===== config.mk =====
export PLATFORM = sky130hd
export DESIGN_NAME = irq_flag_ctrl
export DESIGN_NICKNAME = d
export VERILOG_FILES = /design/src/rtl/irq_pkg.sv /design/src/rtl/irq_sync2.sv /design/src/rtl/irq_edge_det.sv /design/src/rtl/irq_wake_det.sv /design/src/rtl/irq_flag_ctrl.sv
export SDC_FILE = /design/constraint.sdc
export NUM_CORES = 1
export LEC_CHECK = 0
export BUFFER_PORTS_ARGS = -buffer_cell sky130_fd_sc_hd__buf_2
export CORE_UTILIZATION = 44
export DETAILED_ROUTE_END_ITERATION = 10
export PLACE_DENSITY = 0.74
export SLEW_MARGIN = 25
export SYNTH_ARGS = -nofsm -noshare
export SYNTH_HDL_FRONTEND = slang
export SYNTH_SLANG_ARGS = --single-unit

===== constraint.sdc =====
create_clock -name clk -period 1.87 [get_ports clk]
set_clock_uncertainty 0.1 [all_clocks]
set_input_delay 0.374 -clock clk [delete_from_list [all_inputs] [get_ports clk]]
set_output_delay 0.374 -clock clk [all_outputs]
set_load 0.005 [all_outputs]

===== src/rtl/irq_pkg.sv =====
package irq_pkg;
  localparam int unsigned REG_W  = 8;
  localparam int unsigned ADDR_W = 8;

  localparam logic [ADDR_W-1:0] ADDR_ENABLE = 8'h09;
  localparam logic [ADDR_W-1:0] ADDR_FLAGS  = 8'h0A;

  // flag / enable bit positions (software-visible layout)
  localparam int unsigned B_INL  = 7;
  localparam int unsigned B_INH  = 6;
  localparam int unsigned B_WAKE = 5;
  localparam int unsigned B_RSV  = 4;
  localparam int unsigned B_OT   = 3;
  localparam int unsigned B_UV   = 2;
  localparam int unsigned B_OV   = 1;
  localparam int unsigned B_PSF  = 0;

  // bits that hold a stored, clearable flag
  localparam logic [REG_W-1:0] STORED_BITS = 8'hEE;
  // bits that take part in the interrupt request
  localparam logic [REG_W-1:0] IRQ_BITS    = 8'hEF;
endpackage


===== src/rtl/irq_sync2.sv =====
module irq_sync2 #(
  parameter int unsigned W = 1
) (
  input  logic         clk,
  input  logic         rst_n,
  input  logic [W-1:0] d,
  output logic [W-1:0] q
);
  logic [W-1:0] meta;

  always_ff @(posedge clk or negedge rst_n) begin
    if (!rst_n) begin
      meta <= '0;
      q    <= '0;
    end else begin
      meta <= d;
      q    <= meta;
    end
  end
endmodule


===== src/rtl/irq_edge_det.sv =====
module irq_edge_det #(
  parameter int unsigned W = 1
) (
  input  logic         clk,
  input  logic         rst_n,
  input  logic [W-1:0] lvl,
  output logic [W-1:0] any_edge
);
  logic [W-1:0] prev;

  always_ff @(posedge clk or negedge rst_n) begin
    if (!rst_n) prev <= '0;
    else        prev <= lvl;
  end

  for (genvar i = 0; i < W; i++) begin : g_bit
    assign any_edge[i] = lvl[i] ^ prev[i];
  end
endmodule


===== src/rtl/irq_wake_det.sv =====
module irq_wake_det #(
  parameter int unsigned DOM_THR = 16
) (
  input  logic clk,
  input  logic rst_n,
  input  logic rx,
  output logic hit
);
  localparam int unsigned CW = $clog2(DOM_THR + 2);
  localparam logic [CW-1:0] THR_C = CW'(DOM_THR);
  localparam logic [CW-1:0] SAT_C = CW'(DOM_THR + 1);

  logic [CW-1:0] low_cnt;
  logic          rx_prev;

  always_ff @(posedge clk or negedge rst_n) begin
    if (!rst_n) begin
      low_cnt <= '0;
      rx_prev <= 1'b0;
    end else begin
      rx_prev <= rx;
      if (rx)                  low_cnt <= '0;
      else if (low_cnt != SAT_C) low_cnt <= low_cnt + 1'b1;
    end
  end

  assign hit = rx && !rx_prev && (low_cnt > THR_C);
endmodule


===== src/rtl/irq_flag_ctrl.sv =====
module irq_flag_ctrl
  import irq_pkg::*;
#(
  parameter int unsigned DOM_THR      = 16,
  parameter int unsigned NPSF         = 8,
  parameter logic [7:0]  PSF_CLR_ADDR = 8'h0B
) (
  input  logic              clk,
  input  logic              rst_n,
  input  logic              run_mode,
  input  logic              in_l,
  input  logic              in_h,
  input  logic              bus_rx,
  input  logic              ovt,
  input  logic              uv,
  input  logic              ov,
  input  logic [NPSF-1:0]   psf_latched,
  output logic [NPSF-1:0]   psf_clr,
  input  logic [ADDR_W-1:0] addr,
  input  logic              wr_en,
  input  logic [REG_W-1:0]  wdata,
  output logic [REG_W-1:0]  rdata,
  output logic              irq
);
  localparam int unsigned NSYNC = 6;

  logic [NSYNC-1:0] raw_in, syn;
  logic [1:0]       pin_edge;
  logic             wake_hit;
  logic             ot_s, uv_s, ov_s;
  logic [REG_W-1:0] set_vec, clr_vec, flag_q, flags_rd, mask_q;
  logic             psf_sum;

  assign raw_in = {in_l, in_h, bus_rx, ovt, uv, ov};

  irq_sync2 #(.W(NSYNC)) u_sync (
    .clk(clk), .rst_n(rst_n), .d(raw_in), .q(syn)
  );

  irq_edge_det #(.W(2)) u_edge (
    .clk(clk), .rst_n(rst_n), .lvl(syn[5:4]), .any_edge(pin_edge)
  );

  irq_wake_det #(.DOM_THR(DOM_THR)) u_wake (
    .clk(clk), .rst_n(rst_n), .rx(syn[3]), .hit(wake_hit)
  );

  assign ot_s = syn[2];
  assign uv_s = syn[1];
  assign ov_s = syn[0];

  always_comb begin
    set_vec         = '0;
    set_vec[B_INL]  = pin_edge[1] & run_mode;
    set_vec[B_INH]  = pin_edge[0];
    set_vec[B_WAKE] = wake_hit;
    set_vec[B_OT]   = ot_s;
    set_vec[B_UV]   = uv_s;
    set_vec[B_OV]   = ov_s;
  end

  assign clr_vec = (wr_en && addr == ADDR_FLAGS) ? wdata : '0;

  // set has priority over a simultaneous clear
  always_ff @(posedge clk or negedge rst_n) begin
    if (!rst_n) flag_q <= '0;
    else        flag_q <= (set_vec | (flag_q & ~clr_vec)) & STORED_BITS;
  end

  always_ff @(posedge clk or negedge rst_n) begin
    if (!rst_n)                          mask_q <= '0;
    else if (wr_en && addr == ADDR_ENABLE) mask_q <= wdata;
  end

  assign psf_sum  = |psf_latched;
  assign flags_rd = flag_q | REG_W'(psf_sum);
  assign psf_clr  = (wr_en && addr == PSF_CLR_ADDR) ? wdata[NPSF-1:0] : '0;

  always_comb begin
    case (addr)
      ADDR_FLAGS:  rdata = flags_rd;
      ADDR_ENABLE: rdata = mask_q;
      default:     rdata = '0;
    endcase
  end

  assign irq = |(flags_rd & mask_q & IRQ_BITS);
endmodule


# == Word level (Yosys, flattened, before mapping) ==
# Cells that the tools add are included.
# totals
reg_bits,34
word_cells,35
inputBits,34
out_inout_bits,17
# op_classes
n_eq_ne,4
n_addsub,1
n_mux,5
n_reduce_logical,9
bitwise,8
n_lt_le_gt_ge,1
# op_table
cell,count
$eq A8 B4 Y1 const B,3
$and A8 B8 Y8,2
$mux W8,2
$pmux W8 S2,1
$mux W5,2
$not A8 Y8,1
$or A8 B1 Y8,1
$or A8 B8 Y8,1
$reduce_or A8 Y1,1
$reduce_or A7 Y1,1
$add A5 B1 Y5 const B,1
$gt A5 B5 Y1 const B,1
$logic_and A1 B1 Y1,5
$ne A5 B5 Y1 const B,1
$reduce_bool A2 Y1,1
$xor A1 B1 Y1,2
$and A1 B1 Y1,1
$logic_not A1 Y1,1

# == Longest topological paths before layout ==
# Gate-level depths: netlist of the first run.
# depth
depth_word,6
depth_mapped,5
mapped_depth_nobuf,5

# == Modules after synthesis ==
# Synthesis of the first run repeated with hierarchy kept, for this count alone.
# hier_totals
hier_cells,125
hier_area_um2,1546.5
# by_module_without_submodules
mod,seq_area_each_um2,area_each_um2,n_inst,cells_each
irq_flag_ctrl,350.3,815.8,1,76
irq_wake_det,150.1,362.8,1,33
irq_sync2,300.3,300.3,1,12
irq_edge_det,50.0,67.6,1,4

# == Least setup slack after synthesis of the first run ==
# Ideal clock, no wire load.
# synth_timing
path_kind,input-to-output
startpoint,input addr[5]
endpoint,output psf_clr[0]
path_slack_ns,-0.007
cell_stages,3
required_time_ns,1.396
arrival_ns,1.403
n_path_buf,0
cell_sequence,or4_4 -> nor4_4 -> and2_1
# synth_between
elab_chain_len,3
# synth_rtl
element,line,source
"start, declared",irq_flag_ctrl.sv:19,"input logic [ADDR_W-1:0] addr,"
$eq A8 B4 Y1,irq_flag_ctrl.sv:77,assign psf_clr = (wr_en && addr == PSF_CLR_ADDR) ? wdata[NPSF-1:0] : '0;
$logic_and A1 B1 Y1,irq_flag_ctrl.sv:77,
$mux W8,irq_flag_ctrl.sv:77,
"end, declared",irq_flag_ctrl.sv:18,"output logic [NPSF-1:0] psf_clr,"
# Every way passes these cells.

# == Final worst setup path of the first run ==
# layout_timing
startpoint,input addr[5]
endpoint,output psf_clr[3]
# Same word-level chain as after synthesis.

==> results.txt, run 1 <==
The via count of the first global-routing pass is 1219. The area added between synthesis and finish is 37.33%, and the post-route worst hold slack is -14.00 ps. The highest layer touched by signal routing is met4. The number of routed nets with antenna violations is 0. Clock-pin slew was measured on the worst setup and hold paths at 110 ps. The most common flop cell mapped by yosys is sky130_fd_sc_hd__dfrtp_1.

The worst hold-check path type is primary input to asynchronous set/reset pin. The floorplan has 20 rows. The final clock period utilization by the worst path works out to 110.3%. The first global-routing pass estimated 5513 um of wire.

The largest net degree at the start of global routing came out at 35. Counting flops and latches in the post-synthesis netlist gives 34. For the worst-skew pair, the clock arrives at the later sink with an insertion delay of 320 ps.

Once detailed placement completed, the half-perimeter wirelength came to 2504 um. The headroom to the max-slew limit came out at 52.03%. The multi-input combinational cells in the finished layout cover a total of 706.9 sq um. For the worst setup path, the data required time is 1400 ps.

The logs give 3153 sq um for the area of the core and 4 for the number of optimization iterations in the first detailed-route pass. Yosys mapped a number of flops with a built-in enable equal to 0. The basic-gate share of the synthesized area counting and, or, nand and nor cells was 20.94%; the setup slack after layout was -192.3 ps. For the number of failing setup endpoints in the final timing report, the log shows 9. The final period demand of the worst path was 2062 ps; the iteration-0 DRC count of the detailed router was 30. The library cell used most frequently in the layout, excluding fill and tap cells, is sky130_fd_sc_hd__buf_2. The combined flip-flop and latch cell area is 850.8 sq um, and the synthesized net count is 166. Timing would allow up to 0.4849 GHz. The tools report the total count of max-transition violations in the final report as 0.

The flow ran to the end, but the final reports show violations. The max-cap check violation count came out at 0. At the end of the flow the core is filled with cells to 65.83%.

The total met2 wirelength after detailed routing was 1827 um; the critical-path maximum fanout was 5. For the total clock buffers created by CTS, the log shows 5. In the layout the commonest cells are sky130_fd_sc_hd__buf_2, sky130_fd_sc_hd__dfrtp_1, sky130_fd_sc_hd__buf_4, sky130_fd_sc_hd__a22oi_1, sky130_fd_sc_hd__nor2_1. The nature of the critical path endpoint was a primary output.

IR analysis of the VDD net gives a maximum drop of 608.4 uV. Global routing used 21.32% of the available tracks. At the end of routability-driven placement, the weighted congestion stood at 0.7964. The tools report the critical path startpoint category as a primary input.

For the pin with the worst max-slew slack, the measured transition is 719.6 ps. The number of filler instances in the final layout was 253. The count of input and output buffers was 50. Detailed routing inserted a total of 1276 vias.

For this run, the register share of the synthesized area comes to 56.29%. The count of cells in the finished layout, fillers not included, comes to 241. The maximum level of the CTS H-tree is 2, and the residual DRC count is 0. The final layout contains routed wiring with a total length of 3502 um. The number of ports placed on the die boundary is 51, and the adder and majority cell fraction of the synthesized area is 2.483%. From left edge to right edge, the die measures 60.61 um. Dividing total power by cell area gives a power density of 656.7 nW/um^2.

By area, the combinational part of the netlist is dominated by simple AND/OR/NAND/NOR gates. The initial antenna violation count is 0. Clock tree root buffer cell: sky130_fd_sc_hd__clkbuf_4. The number of sinks on the clock net is 34. The average cell area after synthesis is 11.72 sq um, and the largest buffer count on any clock path is 2.

Summed over all layers, the global routing overflow is 0. The number of different library cells used by synthesis comes to 30. Measured along the y axis, the die boundary spans 60.61 um. Using the TritonRoute via totals, the vias-per-cell ratio works out to 5.295.

The share of the synthesized area in compound gates (AO/OA/AOI/OAI) was 9.106%; the wire length per cell was 14.53 um. The cell area that synthesis handed to floorplanning was 1511 sq um. Counting tap cells, the placed design contains a total of 232 instances. The tools report the routed length on met3 as 231 um. For the worst setup path, the data arrival time is 1590 ps. Yosys printed 0 warnings.

In this run the cell area measured after placement is 1889 sq um. For this configuration, the core starts out at a cell density of 47.94%. Final design instance area without fill: 2076 sq um. Hold repair after CTS inserted 0 buffers.

The repair_antennas step left the layout with diodes totalling 0. The type of the setup path with the least slack is primary input to primary output. Of the cells placed in the final design, the portion with a size suffix greater than 1 is 49.75%. Setup repair after global routing could not meet its margin everywhere. For this run, the post-layout net count is 233. Traced cell by cell, the critical path runs through buf_6, or4_4, nor4_4, buf_4, and2_4, buf_2. The delay of the slowest cell on the worst path was 540 ps. TritonCTS built the clock tree.

Met1 wire length: 1402 um. On the critical path, the stage with the largest delay is an instance of sky130_fd_sc_hd__or4_4. The checks that failed: negative hold slack, negative setup slack.

The total count of hold-check failures in the final report was 8; the cell count after synthesis was 129. Summing the areas of all xor and xnor instances in the mapped netlist gives 2.897% of the synthesized area. The standby leakage power was 0.9788 nW; the die outline area was 3674 sq um.

The fraction of synthesis flops using an asynchronous set or reset pin was 100.0%; the multiplexer share of the synthesized area was 6.623%.
-- worst paths after layout --
check                                              start                             to  slack [ps]  cells after the start
max                                              addr[5]                     psf_clr[3]        -190                      6
max reg2reg                u_wake.low_cnt[1]$_DFFE_PN0P_  u_wake.low_cnt[2]$_DFFE_PN0P_         310                      5
max in group asynchronous                          rst_n          u_sync.q[0]$_DFF_PN0_        1210                      1
min                                                rst_n          mask_q[3]$_DFFE_PN0P_         -10                      1
min reg2reg                     u_sync.meta[0]$_DFF_PN0_          u_sync.q[0]$_DFF_PN0_         250                      0
min in group clk                                    in_h       u_sync.meta[4]$_DFF_PN0_          50                      1
-- per-stage QoR --
| stage | power, mW | TNS (ps) | worst slack, ps |
|---|---|---|---|
| floorplan | 0.8603 | 0 | 69.24 |
| global placement | 0.9382 | -1559 | -193.3 |
| detailed placement | 0.9487 | -1791 | -203.9 |
| CTS | 1.374 | -1446 | -193.9 |
| global route | 1.426 | -1990 | -243.1 |
| finish | 1.363 | -1481 | -192.3 |
-- timing repair --
action / in CTS / in global routing
setup buffers: 1 / 0
setup endpoints to repair: 9 / 17
pin swaps: 8 / 9
gates cloned: 0 / 0
endpoints found under the hold margin: 0 / 0
gates resized for setup: 13 / 16
-- cells in the mapped netlist (all sizes together), types with 4 or more instances --
cell	n	share of area [%]
a21oi	7	2.3
xor2	4	2.3
nor2	14	3.5
dfrtp	34	56
a22oi	9	4.5
nand2	5	1.2
inv	4	0.99
nor3b	5	2.5
mux2	8	6.0
and2	8	3.3
-- critical path, delay by kind of cell --
| kind | cells | cell delay [ps] |
|---|---|---|
| buffers and inverters | 3 | 370 |
| AND/OR/NAND/NOR | 3 | 840 |
-- final cells by class --
cell class	count	area share, %
clock buffers	7	2.652
inverters	4	0.7233
flip-flops and latches	34	40.99
well taps	44	2.652
multi-input cells	89	34.06
clock inverters	1	0.2411
repair buffers	62	18.69
-- kinds of logic (layout without fill, tap and decap cells) --
group / Yosys count / after routing
adders and majority gates: 3 / 3
xor gates and xnor gates: 5 / 5
AOI/OAI and AO/OA: 21 / 21
and+or+nand+nor: 51 / 51
muxes: 9 / 9
DFF: 34 / 34
buffers and inverters: 6 / 74
-- state kept, by name (all words and copies together) (netlist names) --
| name | count |
|---|---|
| u_sync.meta | 6 |
| u_edge.prev | 2 |
| flag_q | 6 |
| u_wake.rx_prev | 1 |
| u_sync.q | 6 |
| mask_q | 8 |
| u_wake.low_cnt | 5 |
-- metal layers --
layer  global-route usage, %  vias to the layer above
met4                   7.792                        0
met3                   4.691                        6
met1                   25.88                      618
met2                   37.36                       55
li1                        -                      597
met5                       0                        -
-- power breakdown --
group / internal, mW / leakage, nW / switching (mW)
Clock: 0.182 / 0.0353 / 0.228
Sequential: 0.766 / 0.405 / 0.0216
Combinational: 0.0814 / 0.538 / 0.0848
Total: 1.03 / 0.979 / 0.334
(Power assumes the default switching activity.)
==> run 2: changes to the inputs <==
--- a/config.mk
+++ b/config.mk
@@ -7,9 +7,11 @@
 export LEC_CHECK = 0
 export BUFFER_PORTS_ARGS = -buffer_cell sky130_fd_sc_hd__buf_2
 export CORE_UTILIZATION = 44
+export CTS_CLUSTER_SIZE = 25
 export DETAILED_ROUTE_END_ITERATION = 10
 export PLACE_DENSITY = 0.74
 export SLEW_MARGIN = 25
 export SYNTH_ARGS = -nofsm -noshare
 export SYNTH_HDL_FRONTEND = slang
 export SYNTH_SLANG_ARGS = --single-unit
+export TNS_END_PERCENT = 30
==> run 2 against run 1 <==
The flow still finishes with violations (negative hold slack, negative setup slack). Hold slack gained 4.4 ps. Register-to-register slack is essentially flat. Final cell count is the same. Largest cell class unchanged.
==> results.txt, run 2 (same netlist as run 1, synthesis figures left out) <==
The logs give 233 (unchanged) for the final net count and 1222 (was 1219) for the via count of the first global-routing pass. The area used by multi-input combinational logic came out at 681.9 sq um (was 706.9 sq um). Wire length per cell: 14.30 um (was 14.53 um). The antenna diode count is 0 (unchanged), and the die outline area is 3674 sq um (unchanged). For the instance count after placement with tap cells included, the log shows 232 (unchanged). The tools report the overall power consumption as 1.356 mW (was 1.363 mW). The run gives 608.2 uV (was 608.4 uV) as the worst voltage drop across the vdd grid. The largest register by flop count was mask_q (unchanged). The run gives 2504 um (unchanged) as the HPWL after detailed placement. The run gives 1590 ps (about the same) as the arrival time of the worst setup path. The run finished, with violations left. The iteration-0 DRC count of the detailed router was 32 (was 30); the final clock period utilization by the worst path was 110.2% (was 110.3%). The register-to-register setup slack was 310 ps (about the same); the maximum level of the CTS H-tree was 2 (unchanged). The final period demand of the worst path is 2061 ps (was 2062 ps).

The width of the die was 60.61 um (unchanged). The largest net degree at the start of global routing came out at 35 (unchanged). Total count of hold-check failures in the final report: 8 (unchanged).

Most common cell after layout, fill and taps aside: sky130_fd_sc_hd__buf_2 (unchanged). Number of ports placed on the die boundary: 51 (unchanged). The tools report the critical path startpoint category as a primary input (unchanged). The combined flip-flop and latch cell area was 850.8 sq um (unchanged). The data required time of the critical path was 1400 ps (about the same); the number of filler instances in the final layout was 260 (was 253). The share of the core filled with cells in the final layout was 64.64% (was 65.83%); the area of the core was 3153 sq um (unchanged).

The total clock buffers created by CTS was 5 (unchanged); the count of cells along the worst register-to-register path was 5 (unchanged). The logs give 320 ps (about the same) for the latest clock arrival within the worst-skew pair and 2 (unchanged) for the largest buffer count on any clock path. Number of buffers inserted for hold repair after clock tree synthesis: 0 (unchanged).

The residual DRC count came out at 0 (unchanged). Total global routing track utilization: 21.41% (was 21.32%). The run gives 0 (unchanged) as the total count of max-transition violations in the final report.

The number of optimization iterations in the first detailed-route pass came out at 4 (unchanged). The run gives 0 (unchanged) as the number of routed nets with antenna violations. The initial core utilization is 47.94% (unchanged). The number of flip-flops under the largest register name came out at 8 (unchanged). The slew at the pin closest to its max-slew limit was 722.9 ps (was 719.6 ps); the standby leakage power was 0.9729 nW (was 0.9788 nW).

TritonCTS built the clock tree. The type of the setup path with the least slack is primary input to primary output (unchanged). The number of failing setup endpoints in the final timing report was 9 (unchanged); the post-route worst hold slack was -9.588 ps (was -14.00 ps). The global-route congestion overflow total was 0 (unchanged).

The run gives 0.4851 GHz (was 0.4849 GHz) as the highest clock rate. The number of vias per cell after detailed routing is 5.278 (was 5.295). The share of post-route cells with drive strength above 1 was 47.72% (was 49.75%). Most frequent cells in the layout: sky130_fd_sc_hd__buf_2, sky130_fd_sc_hd__dfrtp_1, sky130_fd_sc_hd__buf_4, sky130_fd_sc_hd__a22oi_1, sky130_fd_sc_hd__nor2_1 (unchanged). The tools report the final design instance area without fill as 2038 sq um (was 2076 sq um). For the count of vias placed by the detailed router, the log shows 1272 (was 1276). Setup repair after global routing could not meet its margin everywhere. The headroom to the max-slew limit was 51.81% (was 52.03%); the number of sinks on the clock net was 34 (unchanged). The die outline height works out to 60.61 um (unchanged). Violations in the final reports: negative hold slack, negative setup slack (unchanged). The global-route wire length before repair came out at 5526 um (was 5513 um). The post-place instance area is 1889 sq um (unchanged), and the final instance count without filler cells is 241 (unchanged). The initial antenna violation count was 0 (unchanged); the number of rows created at floorplan was 20 (unchanged). The run gives 0 (unchanged) as the max-cap check violation count.

Setup slack after layout: -191.5 ps (was -192.3 ps). The worst hold-check path type is primary input to asynchronous set/reset pin (unchanged). The aggregate routed wire length is 3447 um (was 3502 um). The clock transition at the registers of the reported paths came out at 100 ps (was 110 ps).

The tools report the nature of the critical path endpoint as a primary output (unchanged). The count of input and output buffers came out at 50 (unchanged). The tools report the routability congestion estimate from global placement as 0.7964 (unchanged). The clock tree root buffer cell is sky130_fd_sc_hd__clkbuf_4 (unchanged).

The area added between synthesis and finish was 34.85% (was 37.33%); the setup TNS after final layout was -1459 ps (was -1481 ps). The ratio of total power to cell area was 665.1 nW/um^2 (was 656.7 nW/um^2). The tools report the worst flop-to-flop path startpoint as u_wake.low_cnt[1]$_DFFE_PN0P_ (unchanged). The run gives -203.9 ps (unchanged) as the setup slack after placement. The tools report the capture point of the worst reg-to-reg path as u_wake.low_cnt[2]$_DFFE_PN0P_ (unchanged). The critical-path maximum fanout came out at 5 (unchanged).
-- run 2: cell types whose count changed in the layout (fill, tap and decap cells not counted), moves of 2 or more --
cell	delta
sky130_fd_sc_hd__nor2_4	-2
sky130_fd_sc_hd__buf_2	+2
sky130_fd_sc_hd__nor2_2	+2
sky130_fd_sc_hd__buf_6	-2
-- run 2: worst max-delay path, cell delays in order --
cell,delay (ps)
sky130_fd_sc_hd__buf_6,90
sky130_fd_sc_hd__or4_4,540
sky130_fd_sc_hd__nor4_4,170
sky130_fd_sc_hd__buf_4,180
sky130_fd_sc_hd__and2_4,130
sky130_fd_sc_hd__buf_2,100
-- run 2: final cells by class --
class	instances	share of cell area, %
well taps	44	2.701
repair buffers	62	18.42
inverters	4	0.7366
multi-input cells	89	33.46
clock buffers	7	2.701
clock inverters	1	0.2455
flip-flops and latches	34	41.74
-- run 2: per-layer routing --
metal / part of all wire (%) / GRT usage (%)
met1: 41 / 25.88
met2: 52 / 37.68
met3: 5.4 / 4.691
met4: 0.84 / 7.792
met5: 0 / 0
-- run 2: worst max-delay path by stage --
stage          startpoint         end  depth (start not counted)
3_3_place_gp      addr[5]  psf_clr[6]                          6
3_5_place_dp      addr[5]  psf_clr[3]                          6
5_1_grt           addr[5]  psf_clr[1]                          6
4_1_cts           addr[5]  psf_clr[3]                          6
6_report          addr[5]  psf_clr[3]                          6
2_1_floorplan     addr[5]  psf_clr[0]                          3
-- run 2: where the power goes --
group | switching, mW | internal, mW
clock network | 0.224 | 0.182
registers | 0.0214 | 0.766
logic | 0.0823 | 0.0798
-- run 2: what timing repair did --
action                     in CTS  in global routing
pin swaps                       6                  7
gates resized for setup         9                 11
buffers inserted                1                  0
setup endpoints to repair       9                 17
